### src/rtl/fmf_pkg.sv
package fmf_pkg;
  localparam int EXP_W   = 8;
  localparam int FRAC_W  = 23;
  localparam int OP_W    = EXP_W + FRAC_W + 1;
  localparam int SIG_W   = FRAC_W + 1;
  localparam int PROD_W  = 2 * SIG_W;
  localparam int BIAS    = (1 << (EXP_W - 1)) - 1;
  localparam int EXP_MAX = (1 << EXP_W) - 1;
  localparam int ESUM_W  = EXP_W + 3;

  // flag positions in the result word
  localparam int NFL    = 7;
  localparam int FL_DBZ = 0;
  localparam int FL_INX = 1;
  localparam int FL_UNF = 2;
  localparam int FL_OVF = 3;
  localparam int FL_INV = 4;
  localparam int FL_IFZ = 5;
  localparam int FL_OFZ = 6;

  typedef enum logic [1:0] {
    RM_NEAR = 2'b00,
    RM_POS  = 2'b01,
    RM_NEG  = 2'b10,
    RM_ZERO = 2'b11
  } rmode_e;

  typedef struct packed {
    logic              sign;
    logic              zero;    // exponent field 0 (true zero or flushed)
    logic              denorm;
    logic              inf;
    logic              qnan;
    logic              snan;
    logic [EXP_W-1:0]  exp;
    logic [SIG_W-1:0]  sig;     // hidden bit included, 0 for flushed
  } opcls_t;

  // decide whether the magnitude is bumped by one unit in the last place
  function automatic logic round_up(input rmode_e rm, input logic sign,
                                    input logic lsb, input logic g,
                                    input logic s);
    logic r;
    case (rm)
      RM_NEAR: r = g & (s | lsb);
      RM_POS:  r = ~sign & (g | s);
      RM_NEG:  r = sign & (g | s);
      default: r = 1'b0;
    endcase
    return r;
  endfunction
endpackage

### src/rtl/fmf_classify.sv
module fmf_classify
  import fmf_pkg::*;
(
  input  logic [OP_W-1:0] word,
  output opcls_t          cls
);
  logic [EXP_W-1:0]  e;
  logic [FRAC_W-1:0] f;
  logic              e_lo;
  logic              e_hi;

  always_comb begin
    e          = word[FRAC_W +: EXP_W];
    f          = word[FRAC_W-1:0];
    e_lo       = (e == '0);
    e_hi       = (e == '1);
    cls.sign   = word[OP_W-1];
    cls.exp    = e;
    cls.zero   = e_lo;
    cls.denorm = e_lo & (f != '0);
    cls.inf    = e_hi & (f == '0);
    cls.qnan   = e_hi & f[FRAC_W-1];
    cls.snan   = e_hi & ~f[FRAC_W-1] & (f != '0);
    cls.sig    = e_lo ? '0 : {1'b1, f};
  end
endmodule

### src/rtl/fmf_special.sv
module fmf_special
  import fmf_pkg::*;
(
  input  logic [1:0]     zero,
  input  logic [1:0]     denorm,
  input  logic [1:0]     inf,
  input  logic [1:0]     qnan,
  input  logic [1:0]     snan,
  output logic           settled,
  output logic [NFL-1:0] flags
);
  logic any_nan;

  always_comb begin
    any_nan        = |(qnan | snan);
    flags          = '0;
    flags[FL_IFZ]  = |denorm;
    settled        = any_nan | (|inf) | (|zero);
    if (any_nan)
      flags[FL_INV] = |snan;
    else if (|inf)
      flags[FL_INV] = |zero;
  end
endmodule

### src/rtl/fmf_round.sv
module fmf_round
  import fmf_pkg::*;
(
  input  logic [PROD_W-1:0]        prod,
  input  logic signed [ESUM_W-1:0] esum,
  input  logic                     sign,
  input  rmode_e                   rm,
  output logic [NFL-1:0]           flags,
  output logic                     ev_tiny,
  output logic                     ev_ovf
);
  localparam int SH_BASE = PROD_W - SIG_W + 1;
  localparam int SH_CAP  = PROD_W + 1;
  localparam int SH_W    = $clog2(SH_CAP + 1);
  localparam int WW      = PROD_W + 2;

  logic                     top;
  logic [PROD_W-1:0]        norm;
  logic signed [ESUM_W-1:0] e_n;
  logic signed [ESUM_W-1:0] e_f;
  logic [SIG_W-1:0]         kept;
  logic                     g_n, s_n, inc_n, carry;
  logic                     ovf;
  logic signed [ESUM_W-1:0] sh_full;
  logic [SH_W-1:0]          sh;
  logic [WW-1:0]            nw, qd, qr;
  logic                     g_d, s_d, inc_d, ofz;

  always_comb begin
    top   = prod[PROD_W-1];
    norm  = top ? prod : (prod << 1);
    e_n   = esum + $signed({{(ESUM_W-1){1'b0}}, top});

    // normal-range rounding to SIG_W bits
    kept  = norm[PROD_W-1 -: SIG_W];
    g_n   = norm[PROD_W-SIG_W-1];
    s_n   = |norm[PROD_W-SIG_W-2:0];
    inc_n = round_up(rm, sign, kept[0], g_n, s_n);
    carry = (&kept) & inc_n;
    e_f   = e_n + $signed({{(ESUM_W-1){1'b0}}, carry});
    ovf   = (e_f >= ESUM_W'(EXP_MAX));

    // denormal-precision rounding for tiny products
    ev_tiny = (e_n < ESUM_W'(1));
    sh_full = ESUM_W'(SH_BASE) - e_n;
    if (sh_full > ESUM_W'(SH_CAP))
      sh = SH_W'(SH_CAP);
    else if (sh_full < ESUM_W'(1))
      sh = SH_W'(1);
    else
      sh = sh_full[SH_W-1:0];
    nw    = {2'b00, norm};
    qd    = nw >> sh;
    g_d   = |(nw & (WW'(1) << (sh - 1)));
    s_d   = |(nw & ((WW'(1) << (sh - 1)) - WW'(1)));
    inc_d = round_up(rm, sign, qd[0], g_d, s_d);
    qr    = qd + WW'(inc_d);
    ofz   = (qr != '0) && (qr < (WW'(1) << (SIG_W - 1)));

    ev_ovf = ~ev_tiny & ovf;
    flags  = '0;
    if (ev_tiny) begin
      flags[FL_UNF] = 1'b1;
      flags[FL_INX] = 1'b1;
      flags[FL_OFZ] = ofz;
    end else if (ovf) begin
      flags[FL_OVF] = 1'b1;
      flags[FL_INX] = 1'b1;
    end else begin
      flags[FL_INX] = g_n | s_n;
    end
  end
endmodule

### src/rtl/fmf_mulflags.sv
module fmf_mulflags
  import fmf_pkg::*;
#(
  parameter int TAG_W = 5,
  parameter int OUT_W = 32
) (
  input  logic             clk,
  input  logic             rst_n,
  input  logic             in_valid,
  input  logic             in_guard,
  input  logic [1:0]       in_rmode,
  input  logic [OP_W-1:0]  in_a,
  input  logic [OP_W-1:0]  in_b,
  input  logic [TAG_W-1:0] in_tag,
  output logic             out_wen,
  output logic [OUT_W-1:0] out_flags,
  output logic [TAG_W-1:0] out_tag
);
  localparam int NOPS = 2;

  // operand decode
  logic [OP_W-1:0] ops [NOPS];
  opcls_t          cls [NOPS];
  logic [NOPS-1:0] v_zero, v_den, v_inf, v_qnan, v_snan;

  assign ops[0] = in_a;
  assign ops[1] = in_b;

  for (genvar i = 0; i < NOPS; i++) begin : g_op
    fmf_classify u_cls (.word(ops[i]), .cls(cls[i]));
    assign v_zero[i] = cls[i].zero;
    assign v_den[i]  = cls[i].denorm;
    assign v_inf[i]  = cls[i].inf;
    assign v_qnan[i] = cls[i].qnan;
    assign v_snan[i] = cls[i].snan;
  end

  logic           spc_settled;
  logic [NFL-1:0] spc_flags;

  fmf_special u_spc (
    .zero(v_zero), .denorm(v_den), .inf(v_inf),
    .qnan(v_qnan), .snan(v_snan),
    .settled(spc_settled), .flags(spc_flags)
  );

  logic [PROD_W-1:0]        prod_c;
  logic signed [ESUM_W-1:0] esum_c;

  assign prod_c = PROD_W'(cls[0].sig) * PROD_W'(cls[1].sig);
  assign esum_c = ESUM_W'(cls[0].exp) + ESUM_W'(cls[1].exp) - ESUM_W'(BIAS);

  // stage 1
  logic                     s1_wen;
  logic [TAG_W-1:0]         s1_tag;
  rmode_e                   s1_rm;
  logic                     s1_sign;
  logic                     s1_settled;
  logic [NFL-1:0]           s1_sflags;
  logic [PROD_W-1:0]        s1_prod;
  logic signed [ESUM_W-1:0] s1_esum;

  always_ff @(posedge clk or negedge rst_n) begin
    if (!rst_n) begin
      s1_wen     <= 1'b0;
      s1_tag     <= '0;
      s1_rm      <= RM_NEAR;
      s1_sign    <= 1'b0;
      s1_settled <= 1'b0;
      s1_sflags  <= '0;
      s1_prod    <= '0;
      s1_esum    <= '0;
    end else begin
      s1_wen     <= in_valid & in_guard;
      s1_tag     <= in_tag;
      s1_rm      <= rmode_e'(in_rmode);
      s1_sign    <= cls[0].sign ^ cls[1].sign;
      s1_settled <= spc_settled;
      s1_sflags  <= spc_flags;
      s1_prod    <= prod_c;
      s1_esum    <= esum_c;
    end
  end

  // stage 2: normalise and round
  logic [NFL-1:0] rnd_flags;
  logic           rnd_tiny, rnd_ovf;
  logic           ev_tiny, ev_ovf;
  logic [NFL-1:0] s2_flags_c;

  fmf_round u_rnd (
    .prod(s1_prod), .esum(s1_esum), .sign(s1_sign), .rm(s1_rm),
    .flags(rnd_flags), .ev_tiny(rnd_tiny), .ev_ovf(rnd_ovf)
  );

  assign ev_tiny    = ~s1_settled & rnd_tiny;
  assign ev_ovf     = ~s1_settled & rnd_ovf;
  assign s2_flags_c = s1_settled ? s1_sflags : (s1_sflags | rnd_flags);

  logic             s2_wen;
  logic [TAG_W-1:0] s2_tag;
  logic [NFL-1:0]   s2_flags;

  always_ff @(posedge clk or negedge rst_n) begin
    if (!rst_n) begin
      s2_wen   <= 1'b0;
      s2_tag   <= '0;
      s2_flags <= '0;
    end else begin
      s2_wen   <= s1_wen;
      s2_tag   <= s1_tag;
      s2_flags <= s2_flags_c;
    end
  end

  // stage 3: output register
  always_ff @(posedge clk or negedge rst_n) begin
    if (!rst_n) begin
      out_wen   <= 1'b0;
      out_flags <= '0;
      out_tag   <= '0;
    end else begin
      out_wen   <= s2_wen;
      out_flags <= s2_wen ? OUT_W'(s2_flags) : '0;
      out_tag   <= s2_tag;
    end
  end
endmodule

### config.mk
export PLATFORM = sky130hd
export DESIGN_NAME = fmf_mulflags
export DESIGN_NICKNAME = d
export VERILOG_FILES = /design/src/rtl/fmf_pkg.sv /design/src/rtl/fmf_classify.sv /design/src/rtl/fmf_special.sv /design/src/rtl/fmf_round.sv /design/src/rtl/fmf_mulflags.sv
export SDC_FILE = /design/constraint.sdc
export NUM_CORES = 2
export LEC_CHECK = 0
export ABC_AREA = 1
export BUFFER_PORTS_ARGS = -buffer_cell sky130_fd_sc_hd__buf_4
export CORE_MARGIN = 2
export CORE_UTILIZATION = 60
export CTS_CLUSTER_SIZE = 20
export DETAILED_ROUTE_END_ITERATION = 10
export PLACE_DENSITY = 0.77
export SLEW_MARGIN = 25
export SYNTH_ARGS = -nofsm -noshare
export SYNTH_HDL_FRONTEND = slang
export SYNTH_HIERARCHICAL = 1
export SYNTH_SLANG_ARGS = --single-unit
### constraint.sdc
create_clock -name clk -period 9.7 [get_ports clk]
set_input_delay 1.94 -clock clk [delete_from_list [all_inputs] [get_ports clk]]
set_output_delay 1.94 -clock clk [all_outputs]
set_load 0.03 [all_outputs]
# Yosys cells after proc, flatten, opt, wreduce, memory -nomap -nowiden
# Cells that the tools add are included.
[classes]
bitwise_logic = 32
n_addsub = 8
magnitude_cmp = 5
n_mux = 17
n_eq_ne = 4
n_reduce_logical = 18
n_mul = 1
n_shift = 2
[op_table]
columns = ["cell", "count"]
rows = [
  ["$and 48x50->50", 2],
  ["$reduce_or 50->1", 2],
  ["$add 50x1->50", 1],
  ["$lt 50x24->1 const B", 1],
  ["$reduce_bool 50->1", 1],
  ["$shl 1x32->50 const A", 1],
  ["$shr 48x6->50", 1],
  ["$sub 50x1->50 const B", 1],
  ["$mul 24x24->48", 1],
  ["$mux 24", 2],
  ["$mux 48", 1],
  ["$logic_not 23->1", 2],
  ["$reduce_bool 23->1", 2],
  ["$reduce_and 24->1", 1],
  ["$reduce_or 23->1", 1],
  ["$lt 11x2->1 const B", 2],
  ["$and 1x1->1", 18],
  ["$eq 8x8->1 const B", 2],
  ["$logic_not 8->1", 2],
  ["$mux 7", 2],
  ["$mux 6", 2],
  ["$add 10x2->11", 1],
  ["$add 11x2->11", 1],
  ["$ge 11x9->1 const B", 1],
  ["17 further kinds", 36],
]
[word_totals]
out_inout_bits = 38
register_bits = 121
wordCells = 101
in_bits = 75

# Depth between registers and ports, before layout
[logic_depth]
depth_word = 19
mapped_depth = 62
depth_no_buf = 60

# Cells and area by module
# The synthesis kept the hierarchy.
[modules_own_cells]
columns = ["mod", "cells_each", "area_each_um2", "instances", "seq_area_each_um2"]
rows = [
  ["fmf_mulflags", 3073, 23832.9, 1, 2527.4],
  ["fmf_round", 2091, 9649.3, 1, 0.0],
  ["fmf_classify", 101, 442.9, 2, 0.0],
  ["fmf_special", 20, 102.6, 1, 0.0],
]

# Worst setup path after synthesis
# No wires, ideal clock.
[synth_timing]
path_kind = "input port to flip-flop"
start = "in in_a[30]"
end = "reg s1_prod[40]"
path_buffers = 2
cell_stages = 31
required_time_ns = 9.583
setup_slack_ns = 1.783
t_arrival_ns = 7.801
path_cell_list = "nor2_1 nand2_1 nor2_4 buf_6 nor2_1 clkbuf_1 nand2_1 fa_1 inv_1 fa_1 inv_1 fa_1 inv_1 fa_1 inv_1 fa_1 inv_1 fa_1 inv_1 fa_1 inv_1 ha_1 nand2_2 nor2_2 inv_1 nor2_2 nand3b_1 nand3_2 nand2_2 nand3_1 nand2_1"
[synth_rtl]
columns = ["item", "line", "source"]
rows = [
  ["start, declared", "fmf_mulflags.sv:12", "input logic [OP_W-1:0] in_a,"],
  ["end signal, assigned", "fmf_mulflags.sv:80", "s1_prod <= prod_c;"],
  ["end, declared", "fmf_mulflags.sv:60", "logic [PROD_W-1:0] s1_prod;"],
]

==> metrics <==
crit path max fanout=27; met3 GRT Util=0.0665; Crit-path slowest cell=nor2_4; first-pass GRT wire length=between 150 and 200 mm; die width=244 um; final hold viol count=0; layout cells sized above 1=0.0735; fmax=~110 MHz; detailed placement HPWL=about 90 mm; cell mode on critical path=nand2_1; worst skew pair latency=370 ps; Slew headroom=0.280; Tcrit/Tclk final=0.901; met2 Usage GRT=0.607; row cnt=87; top cells by area, synth=fa_1 (28%), nand2_1 (19%), inv_1 (14%); Post-CTS Setup Inserts=0; total track usage=0.365; Hold WC Path Type=flop to flop; critical path class=input port to flop; Critical Path Source Type=input port; Final Util=0.641; syn_area_per_cell=~6.4 sq um; post-cts hold buffer count=0; Slew Limit Fails=0; register area=between 2000 and 3000 sq um; Ys Warns=6; area of the core=between 50000 and 60000 sq um; clock skew=about 8.9 ps; Via density=approximately 5.4; Yosys reg bits=between 100 and 150; post-synthesis compound-gate area fraction=0.0409; Clk pin slew, worst setup/hold paths=around 70 ps; final wirelength=around 100 mm; n_diodes=0; mux share of post-synthesis cell area=0.000581; Primary FF master, synth=dfrtp_1; drt drc=0; CTS resizes=0; largest area contributor in the netlist=fa_1; CTS tree=built; Area Growth Syn to Fin=5.21%; clock root cell=clkbuf_16; final net count=just over 6000; Layout Cells excl Fill=approximately 6200; drt first-iter violations=~2900; Num CTS Buffers=9; routed len/inst=around 17 um; combinational family with the most area after synthesis=adder cells; Worst EP arrival=around 9000 ps; gr ovfl total=0; Post-Synth Adder-Cell Area=0.354; met1 Use GR=0.468; Multi-input gate area=~26000 sq um; CP required=approximately 10000 ps; most common cell in the netlist=nand2_1; full die area=59400 sq um; DIE HEIGHT=244 um; post-synthesis simple-gate area fraction=0.337; Synth Cell Area=about 34000 sq um; ys async rst share=1.00; final antenna-violating net count=0; Post-synth EDFFs=0; fin crit period=just under 9000 ps; RSZ-0062 raised after global routing=no; worst slew pin tran=approximately 1100 ps; top-area cell type share of the netlist area=0.281; initial antenna violation count=0; CTS H-tree depth=3; Max Cap Viol=0; grt peak-use layer=met2; post-route setup slack=between 900 and 1000 ps; GPL Wtd Cong=around 1.1; clk sinks=slightly above 100; dpl ws=553 ps; Netlist cell types=54; post-placement cell count=~6200; Setup crit end kind=flop; Starting Density=0.609; I/O Pins=around 110; vias in the first global route=33700; cells after synthesis=between 5000 and 6000; largest net degree at the start of global routing=91; worst-case clock buffer depth=2; flop2flop setup slack=approximately 1100 ps; Port-buffer cells=87; Setup-failing EPs final=0; sequential fraction of the synthesis area=0.0733; Fin Setup TNS=0 ps; DR pass1 iterations=9; vias=approximately 33000; status=complete, no violations; Post-synth top cells=nand2_1 (1699), inv_1 (1319), fa_1 (483); CP max stage delay=~740 ps; fillers=between 5000 and 6000; Post-Synth XOR/XNOR Area=0.0126
==> placed cells by master (no fill, tap or decap), types with 5 or more instances in the layout <==
master	synthesis	layout
nand2_1	1699	1699
inv_1	1319	1319
fa_1	483	483
nand3_1	381	381
nor2_1	390	378
buf_4	64	206
ha_1	203	203
dfrtp_1	101	100
o21ai_0	88	88
nand4_1	66	66
nor2_2	46	57
o21ai_1	45	45
a21oi_1	44	44
nand2_2	38	38
xor2_1	36	36
conb_1	3	33
nor3_1	26	26
nor2_4	24	25
o211ai_1	20	20
o22ai_1	20	20
inv_2	19	19
nand3_2	18	18
o21bai_1	15	15
nor4_1	15	15
xnor2_1	10	10
nand3b_1	9	9
clkbuf_16	0	9
a31oi_1	5	5
==> path summary, 6_finish.rpt <==
path / start / to / depth (start not counted)
setup / recovery: in_b[30] / s1_prod[35] / 29
hold / removal: s1_tag[4] / s2_tag[4] / 0
setup reg to reg: s1_prod[47] / s2_flags[6] / 55
hold reg to reg: s1_tag[4] / s2_tag[4] / 0
max in group asynchronous: rst_n / s1_prod[47] / 2
min in group asynchronous: rst_n / s1_sign / 1
==> worst max-delay path, delay by kind of cell <==
family | cells | cell delay [ps]
compound gates | 1 | 220
fa+ha+maj | 8 | 3900
buf+inv | 7 | 470
simple gates | 13 | 2420
==> sequential cells by signal, summed over array words and instances, names as in the netlist, 2 cells and up <==
signal	cells
s1_prod	48
s1_esum	10
out_flags	7
s1_sflags	7
s2_flags	7
out_tag	5
s1_tag	5
s2_tag	5
s1_rm	2
==> metal layers <==
metal / vias to the layer above / wire (um)
met3: 318 / 10100
met1: 15600 / 41100
met2: 1493 / 48900
li1: 15800 / -
met5: - / 0
met4: 0 / 4720
==> kinds of logic (layout without fill, tap and decap cells) <==
family	after synthesis	count (layout)
AOI/OAI and AO/OA	249	249
DFF	101	101
adders and majority gates	686	686
xor gates and xnor gates	48	48
buffers and inverters	1564	1562
and+or+nand+nor	2733	2733
muxes	2	2
other	3	33
==> metrics by stage <==
step	hold WS, ps	instance area (sq um)
global placement	332	35900
floorplan	331	34600
detailed placement	335	35900
finish	349	36300
global route	354	36300
CTS	351	36300
==> layout make-up <==
type	instances	share of cell area
multi-input combinational	3751	0.713
inverter	1340	0.139
tap	756	0.0261
timing repair buffer	206	0.0426
clock buffer	9	0.00621
clock inverter	7	0.00335
sequential	101	0.0697
Power is left out: the tool's default activity adds up to more than one toggle a clock period on the data nets, which glitch-free logic cannot reach.
